**config.mk**
```make
export PLATFORM = sky130hd
export DESIGN_NAME = bc_retry_ctrl
export DESIGN_NICKNAME = d
export VERILOG_FILES = /design/src/rtl/bc_retry_pkg.sv /design/src/rtl/bc_poll_cmp.sv /design/src/rtl/bc_retry_decide.sv /design/src/rtl/bc_gap_timer.sv /design/src/rtl/bc_retry_ctrl.sv
export SDC_FILE = /design/constraint.sdc
export NUM_CORES = 1
export LEC_CHECK = 0
export CAP_MARGIN = 0
export CORE_MARGIN = 4
export CORE_UTILIZATION = 36
export CTS_BUF_LIST = sky130_fd_sc_hd__clkbuf_2
export DETAILED_ROUTE_END_ITERATION = 7
export PLACE_DENSITY = 0.85
export SLEW_MARGIN = 10
export SYNTH_ARGS = -nofsm -noshare
export SYNTH_HDL_FRONTEND = slang
export SYNTH_SLANG_ARGS = --single-unit
```
**constraint.sdc**
```tcl
create_clock -name clk -period 2.1 [get_ports clk]
set_input_delay 0.525 -clock clk [delete_from_list [all_inputs] [get_ports clk]]
set_output_delay 0.525 -clock clk [all_outputs]
set_load 0.01 [all_outputs]
```
**src/rtl/bc_retry_pkg.sv**
```systemverilog
package bc_retry_pkg;

    localparam int STS_W    = 16;
    localparam int BUSY_BIT = 3;

    typedef enum logic [1:0] {
        ACT_ADVANCE = 2'd0,
        ACT_RETRY   = 2'd1,
        ACT_FAIL    = 2'd2
    } action_e;

    typedef enum logic {
        ST_IDLE = 1'b0,
        ST_GAP  = 1'b1
    } phase_e;

    typedef struct packed {
        logic [STS_W-1:0] sts;
        logic             tmo;
        logic             merr;
        logic             bus;
    } outcome_t;

    typedef struct packed {
        logic on_busy;
        logic on_merr;
        logic on_tmo;
        logic alt_bus;
    } retry_cfg_t;

    function automatic logic pick_bus(input logic used, input logic alt);
        return alt ? ~used : used;
    endfunction

endpackage

```
**src/rtl/bc_poll_cmp.sv**
```systemverilog
module bc_poll_cmp
    import bc_retry_pkg::*;
#(
    parameter int W = STS_W
) (
    input  logic         enable,
    input  logic         no_reply,
    input  logic [W-1:0] sts,
    input  logic [W-1:0] ref_word,
    input  logic [W-1:0] mask,
    output logic         mismatch
);
    logic [W-1:0] diff;

    always_comb begin
        diff     = (sts ^ ref_word) & mask;
        mismatch = enable && !no_reply && (diff != '0);
    end
endmodule

```
**src/rtl/bc_retry_decide.sv**
```systemverilog
module bc_retry_decide
    import bc_retry_pkg::*;
#(
    parameter int MAX_RETRY = 4,
    parameter int RW        = 3
) (
    input  outcome_t     res,
    input  retry_cfg_t   cfg,
    input  logic [RW-1:0] limit_req,
    input  logic [RW-1:0] tries,
    output action_e      act
);
    localparam logic [RW-1:0] CAP = RW'(MAX_RETRY);

    logic          want;
    logic [RW-1:0] limit;

    always_comb begin
        limit = (limit_req > CAP) ? CAP : limit_req;
        want  = (cfg.on_busy && !res.tmo && res.sts[BUSY_BIT])
              | (cfg.on_merr && res.merr)
              | (cfg.on_tmo  && res.tmo);
        if (!want)
            act = ACT_ADVANCE;
        else if (tries < limit)
            act = ACT_RETRY;
        else
            act = ACT_FAIL;
    end
endmodule

```
**src/rtl/bc_gap_timer.sv**
```systemverilog
module bc_gap_timer #(
    parameter int GW = 16
) (
    input  logic          clk,
    input  logic          rst,
    input  logic          load,
    input  logic [GW-1:0] load_val,
    input  logic          tick,
    output logic          expire
);
    logic [GW-1:0] remain;
    logic          running;

    assign expire = running && tick && (remain == GW'(1));

    always_ff @(posedge clk) begin
        if (rst) begin
            remain  <= '0;
            running <= 1'b0;
        end else if (load) begin
            remain  <= load_val;
            running <= (load_val != '0);
        end else if (running && tick) begin
            remain <= remain - GW'(1);
            if (remain == GW'(1))
                running <= 1'b0;
        end
    end
endmodule

```
**src/rtl/bc_retry_ctrl.sv**
```systemverilog
module bc_retry_ctrl
    import bc_retry_pkg::*;
#(
    parameter int MAX_RETRY = 4,
    parameter int RW        = 3,
    parameter int GW        = 16
) (
    input  logic          clk,
    input  logic          rst,
    input  logic          tick_us,
    input  logic          cfg_retry_busy,
    input  logic          cfg_retry_merr,
    input  logic          cfg_retry_tmo,
    input  logic          cfg_alt_bus,
    input  logic [RW-1:0] cfg_retry_limit,
    input  logic          cfg_poll_en,
    input  logic [15:0]   cfg_poll_ref,
    input  logic [15:0]   cfg_poll_mask,
    input  logic          cfg_gap_en,
    input  logic [GW-1:0] cfg_gap_us,
    input  logic          done_vld,
    input  logic [15:0]   done_sts,
    input  logic          done_tmo,
    input  logic          done_merr,
    input  logic          done_bus,
    output logic          retry_go,
    output logic          retry_bus,
    output logic          advance_go,
    output logic          fail_evt,
    output logic          poll_err_evt
);
    outcome_t      res;
    retry_cfg_t    rcfg;
    action_e       act;
    phase_e        phase;
    logic [RW-1:0] tries;
    logic          mismatch;
    logic          accept;
    logic          moving_on;
    logic          gap_load;
    logic          gap_expire;

    always_comb begin
        res       = '{sts: done_sts, tmo: done_tmo, merr: done_merr, bus: done_bus};
        rcfg      = '{on_busy: cfg_retry_busy, on_merr: cfg_retry_merr,
                      on_tmo: cfg_retry_tmo, alt_bus: cfg_alt_bus};
        accept    = done_vld && (phase == ST_IDLE);
        moving_on = accept && (act != ACT_RETRY);
        gap_load  = moving_on && cfg_gap_en && (cfg_gap_us != '0);
    end

    bc_poll_cmp #(.W(16)) u_cmp (
        .enable   (cfg_poll_en),
        .no_reply (done_tmo),
        .sts      (done_sts),
        .ref_word (cfg_poll_ref),
        .mask     (cfg_poll_mask),
        .mismatch (mismatch)
    );

    bc_retry_decide #(.MAX_RETRY(MAX_RETRY), .RW(RW)) u_dec (
        .res       (res),
        .cfg       (rcfg),
        .limit_req (cfg_retry_limit),
        .tries     (tries),
        .act       (act)
    );

    bc_gap_timer #(.GW(GW)) u_gap (
        .clk      (clk),
        .rst      (rst),
        .load     (gap_load),
        .load_val (cfg_gap_us),
        .tick     (tick_us),
        .expire   (gap_expire)
    );

    always_ff @(posedge clk) begin
        if (rst) begin
            phase        <= ST_IDLE;
            tries        <= '0;
            retry_go     <= 1'b0;
            retry_bus    <= 1'b0;
            advance_go   <= 1'b0;
            fail_evt     <= 1'b0;
            poll_err_evt <= 1'b0;
        end else begin
            retry_go     <= 1'b0;
            advance_go   <= 1'b0;
            fail_evt     <= 1'b0;
            poll_err_evt <= accept && mismatch;
            if (accept) begin
                if (act == ACT_RETRY) begin
                    retry_go  <= 1'b1;
                    retry_bus <= pick_bus(done_bus, cfg_alt_bus);
                    tries     <= tries + RW'(1);
                end else begin
                    fail_evt <= (act == ACT_FAIL);
                    tries    <= '0;
                    if (gap_load)
                        phase <= ST_GAP;
                    else
                        advance_go <= 1'b1;
                end
            end else if (phase == ST_GAP && gap_expire) begin
                phase      <= ST_IDLE;
                advance_go <= 1'b1;
            end
        end
    end
endmodule

```
* After elaboration in Yosys (flattened, before gate mapping)
Cells that the tools add are included.
Cells by class: add/subtract/negate cells 2, order comparisons 2, equality and inequality tests 6, muxes and demuxes 19, bitwise operators 7, reductions and logical operators 25
Operators by type and width (count):
- two-way mux 16 bit | 2
- nonzero test 16 bit | 2
- AND 16 bit | 1
- equality test 16 x 1 -> 1 bit (second input constant) | 1
- subtractor 16 x 1 -> 16 bit (second input constant) | 1
- bitwise XOR 16 bit | 1
- logical AND 1 bit | 14
- two-way mux 1 bit | 13
- two-way mux 3 bit | 2
- nonzero test 2 bit | 3
- two-way mux 2 bit | 2
- != test 2 x 1 -> 1 bit (second input constant) | 2
- AND reduction 2 bit | 2
- adder 3 x 1 -> 3 bit (second input constant) | 1
- greater-than comparator 3 bit (second input constant) | 1
- less-than comparator 3 bit | 1
- inverter 1 bit | 3
- AND reduction 3 bit | 1
- OR reduction 3 bit | 1
- equality test 2 x 1 -> 1 bit (second input constant) | 1
- equality test 2 bit (second input constant) | 1
- != test 2 bit (second input constant) | 1
- bitwise OR 1 bit | 2
- OR reduction 2 bit | 1
- logical NOT 1 bit | 1
Word-level totals: bits in registers 26, input bits 80, output and inout bits 5, word-level logic and storage cells 70

* Logic depth before layout (Yosys ltp)
depth in word-level cells 13, depth in mapped cells 9, depth with buffers taken out 8

* By module
From an unflattened synthesis, not the netlist that was laid out.
Second synthesis, totals: cells, all modules 198, area, all modules 1808.0 um^2
Modules (own cells, without submodules):
- bc_gap_timer | instances 1, cells an instance 119, area an instance 1057.3 um^2, sequential area each 340.3 um^2
- bc_retry_ctrl | instances 1, cells an instance 41, area an instance 435.4 um^2, sequential area each 180.2 um^2
- bc_poll_cmp | instances 1, cells an instance 27, area an instance 229.0 um^2, sequential area each 0.0 um^2
- bc_retry_decide | instances 1, cells an instance 11, area an instance 86.3 um^2, sequential area each 0.0 um^2

* Worst setup path after synthesis
No wires, ideal clock.
path type in2reg, from input cfg_retry_limit[2], to register u_gap.remain[10], library setup time 0.086 ns, arrival 2.134 ns, required time 2.014 ns, setup slack -0.119 ns, stages on the path 9, path buffers 1, cell sequence inv_1 -> nand2_1 -> ha_1 -> nor4b_1 -> o21bai_1 -> o211ai_1 -> clkbuf_1 -> nor2_1 -> a211oi_1
Between the ends: longest elaborated chain between the ends 10, elaborated cells on any way between the ends 11, classes of those cells order compare (2); eq/ne (1); mux (4); reduce/logical (4)
Ends and longest elaborated chain:
- start: declaration | line bc_retry_ctrl.sv:15 | input logic [RW-1:0] cfg_retry_limit,
- greater-than comparator 3 bit | line bc_retry_decide.sv:19 | limit = (limit_req > CAP) ? CAP : limit_req;
- two-way mux 3 bit * | line bc_retry_decide.sv:19
- less-than comparator 3 bit * | line bc_retry_decide.sv:25 | else if (tries < limit)
- two-way mux 2 bit * | line bc_retry_decide.sv:25
- two-way mux 2 bit * | line bc_retry_decide.sv:23 | if (!want)
- != test 2 x 1 -> 1 bit * | line bc_retry_ctrl.sv:48 | moving_on = accept && (act != ACT_RETRY);
- logical AND 1 bit * | line bc_retry_ctrl.sv:48
- logical AND 1 bit * (2 in series) | line bc_retry_ctrl.sv:49 | gap_load = moving_on && cfg_gap_en && (cfg_gap_us != '0);
- two-way mux 16 bit or nonzero test 2 bit (tied branches)
- end signal: assignment | line bc_gap_timer.sv:21 | remain <= load_val;
- end signal: assignment | line bc_gap_timer.sv:24 | remain <= remain - GW'(1);
- end: declaration | line bc_gap_timer.sv:11 | logic [GW-1:0] remain;
Mark *: on every way between the ends. The rest lies on a longest branch, timed or not. A chain may end at the register's enable or synchronous reset.

* Worst setup path in the final report
from register u_gap.remain[3], to register u_gap.remain[13]
Between the ends: longest elaborated chain between the ends 3
Ends and longest elaborated chain:
- subtractor 16 x 1 -> 16 bit | line bc_gap_timer.sv:24
- two-way mux 16 bit | line bc_gap_timer.sv:23 | end else if (running && tick) begin
- two-way mux 16 bit | line bc_gap_timer.sv:20 | end else if (load) begin
Every way passes these cells. The select of a mux whose other input is x is not followed.

==> impl_metrics.json <==
{
  "hold_buffers": 0,
  "p_switching_mw": 0.363,
  "async_flop_share_pct": 0,
  "die_w_um": 74.3,
  "die_area_um2": 5520,
  "antennaDiodeCount": 0,
  "p_comb_share_pct": 39.1,
  "syn_area_um2": 1580,
  "crit_top_cell": "or4_4",
  "gp_congestion": 0.779,
  "p_clk_share_pct": 15.4,
  "hold_path_class": "flop to flop",
  "critical_path.max_stage_delay_ns": 0.55,
  "hold_viol": 0,
  "start_kind": "flop",
  "power.leakage_nw": 1.09,
  "ys_types": 40,
  "clock_sinks": 26,
  "wl_per_cell_um": 14.6,
  "grtUsageTotal_pct": 17.0,
  "cts_root_buf": "clkbuf_2",
  "layout_min_cycle_time_ns": 2.03,
  "ios": 85,
  "dp_hpwl_um": 3960,
  "clk_latency_ns": 0.36,
  "grt-ovfl-total": 0,
  "pre_cts_ws_ns": -0.424,
  "synth_nets": 266,
  "ant_nets": 0,
  "holdWs_ns": 0.478,
  "drtIter0Drc": 169,
  "cp-startpoint": "u_gap.remain[3]$_SDFFE_PP0P_",
  "clk_pin_slew_ns": 0.26,
  "synth-seq-cells": 26,
  "synth_area_leaders": "dfxtp_1 (33%), xor2_1 (10%), xnor2_1 (7.7%), a211oi_1 (7.1%), nor2_1 (6.2%)",
  "nFillCells": 319,
  "cp_slowest_cell": "or4_4",
  "max-vdd-ir-drop_v": 0.000276,
  "vias": 1753,
  "drc": 0,
  "grt_pass1_wl_um": 7310,
  "cp_max_fo": 4,
  "syn_inst": 181,
  "wirelength_um": 5060,
  "r2r-end": "u_gap.remain[13]$_SDFFE_PP0P_",
  "synth_top_area_share_pct": 32.9,
  "fin_tns_setup_ns": 0,
  "post_dp_cell_area_um2": 2690,
  "synth_flop_cell": "dfxtp_1",
  "run_status": "finished, final reports clean",
  "first_pass_iters": 5,
  "fin_crit_sh_pct": 96.6,
  "cp.arrival_ns": 2.31,
  "drv_slew": 0,
  "seqPwrFrac_pct": 45.6,
  "synth_edf_count": 0,
  "grt_pass1_vias": 1791,
  "final_nets": 382,
  "path_delay_family": "simple AND/OR/NAND/NOR gates",
  "synth_top_area_cell": "dfxtp_1",
  "rows": 23,
  "power_density_nw_per_um2": 445,
  "endpoint_kind": "flop",
  "worstPathRequired_ns": 2.38,
  "syn_to_final_growth_pct": 76.4,
  "start_util_pct": 38.5,
  "crit_path_end": "u_gap.remain[13]$_SDFFE_PP0P_",
  "port-buffer-count": 84,
  "grt_antenna_before_repair": 0,
  "cp_num_buf_inv": 0,
  "yosysSeqAreaShare_pct": 32.9,
  "cts_tree": "yes",
  "cts_buffer_depth": 2,
  "ys_warn_count": 0,
  "grt_start_max_net_pins": 33,
  "fmax_ghz": 0.493,
  "cts_buffers": 3,
  "core_area_um2": 4120,
  "p_int_mw": 0.879,
  "slew_headroom_pct": 73.4,
  "setup_viol": 0,
  "fin_util_pct": 67.9,
  "r2r_setup_slack_ns": 0.07,
  "htreeDepth": 1,
  "maxCapViolCount": 0,
  "r2r-start": "u_gap.remain[3]$_SDFFE_PP0P_",
  "via_per_inst": 5.07,
  "skew_ns": 0.0216,
  "tightest_slew_ns": 0.397,
  "rr_worst_depth": 5,
  "critical_path_class": "flop to flop",
  "critical_path.cell_chain": "or4_4, or4_4, nor3_2, xnor2_1, a211oi_2",
  "timing.final.ws_setup_ns": 0.0716,
  "drive_gt1_share_pct": 16.6,
  "design_area_um2": 2790,
  "switching_share_pct": 29.2,
  "syn_area_per_cell_um2": 8.75,
  "die_h_um": 74.3,
  "worstSetupPathDepth": 5
}
[synth_stat cells (2+ instances only)]
| cell type | count |
|---|---|
| buf_4 | 2 |
| a211oi_1 | 15 |
| mux2i_1 | 2 |
| nor4b_1 | 3 |
| or3_1 | 2 |
| nand3_1 | 3 |
| nand4_1 | 3 |
| xnor2_1 | 14 |
| ha_1 | 5 |
| a22oi_1 | 8 |
| clkbuf_1 | 2 |
| dfxtp_1 | 26 |
| nor3_1 | 5 |
| a21oi_1 | 4 |
| nand2_1 | 7 |
| inv_1 | 5 |
| xor2_1 | 18 |
| nand3b_1 | 2 |
| nor2_1 | 26 |
| or4_4 | 2 |
| nor4_1 | 8 |
[routing by layer]
metal  track usage [%]  routed length [µm]
met1              19.1                1960
met2              31.3                2630
met3              4.19                 431
met4              5.53                  33
met5                 0                   0
[cells by family (layout without fill, tap and decap cells)]
family	after synthesis	count (layout)	synth area share (%)
buffers and inverters	12	127	4.27
multiplexers	2	2	1.26
adder cells (fa/ha/maj)	5	5	3.95
AO/OA/AOI/OAI	36	36	16.8
flip-flops	26	26	32.9
XOR/XNOR	32	32	17.7
AND/OR/NAND/NOR	68	68	23.1
[cell type report]
| class | instances | area, µm² | area share, % |
|---|---|---|---|
| Multi-Input combinational cell | 143 | 1040 | 37.3 |
| Clock buffer | 3 | 15.0 | 0.537 |
| Timing Repair Buffer | 118 | 1130 | 40.4 |
| Clock inverter | 1 | 3.75 | 0.134 |
| Inverter | 5 | 18.8 | 0.672 |
| Tap cell | 50 | 62.6 | 2.24 |
| Sequential cell | 26 | 520 | 18.6 |
[metrics by stage]
step                      std cells  total power, mW
after floorplan                 181            0.772
after global placement          338             1.02
after detailed placement        338             1.03
after CTS                       342             1.23
after global routing            346             1.32
final                           346             1.24
[placed cells by master (no fill, tap or decap), types with 2 or more instances in the layout]
cell type,instances
clkdlybuf4s50_1,82
buf_4,31
nor2_1,26
dfxtp_1,26
xor2_1,18
xnor2_1,14
a211oi_1,14
a22oi_1,8
nor4_1,7
nand2_1,6
nor3_1,5
inv_1,4
a21oi_1,4
ha_1,4
nand4_1,3
nand3_1,3
clkbuf_2,3
or4_4,2
or3_1,2
nor4b_1,2
nand3b_1,2
mux2i_1,2
a211oi_2,2
dlymetal6s2s_1,2
[worst min-delay path by stage]
| stage | start | endpoint | slack [ns] | depth (start not counted) |
|---|---|---|---|---|
| after floorplan | u_gap.running$_SDFFE_PP0P_ | u_gap.running$_SDFFE_PP0P_ | 0.43 | 2 |
| after global placement | u_gap.running$_SDFFE_PP0P_ | u_gap.running$_SDFFE_PP0P_ | 0.44 | 2 |
| after detailed placement | u_gap.running$_SDFFE_PP0P_ | u_gap.running$_SDFFE_PP0P_ | 0.46 | 2 |
| after CTS | u_gap.running$_SDFFE_PP0P_ | u_gap.running$_SDFFE_PP0P_ | 0.49 | 2 |
| after global routing | u_gap.running$_SDFFE_PP0P_ | u_gap.running$_SDFFE_PP0P_ | 0.51 | 2 |
| final | u_gap.running$_SDFFE_PP0P_ | u_gap.running$_SDFFE_PP0P_ | 0.48 | 2 |
[timing repair]
item / 4_1_cts / 5_1_grt
setup endpoints to repair: 2 / 21
resized for setup: 0 / 11
cloned: 0 / 2
buffers inserted: 0 / 2
endpoints found under the hold margin: 0 / 0
pin swaps: 1 / 7
[flip-flops by register name, indices dropped and copies added, names as in the netlist]
name,count
advance_go,1
retry_go,1
u_gap.remain,16
u_gap.running,1
poll_err_evt,1
tries,3
retry_bus,1
phase,1
fail_evt,1
[power by group through the flow]
stage / clock, mW / sequential [mW] / combinational, mW
4_1_cts: 0.196 / 0.564 / 0.465
3_5_place_dp: 0 / 0.572 / 0.462
6_report: 0.191 / 0.566 / 0.485
5_1_grt: 0.218 / 0.571 / 0.527
2_1_floorplan: 0 / 0.569 / 0.203
3_3_place_gp: 0 / 0.572 / 0.450
[tightest hold or removal path: cells and delay by family (launching register included)]
kind             cells  cell delay [ns]
AO/OA/AOI/OAI        1             0.06
AND/OR/NAND/NOR      1             0.05
flip-flops           1             0.36
(Power assumes the default switching activity.)
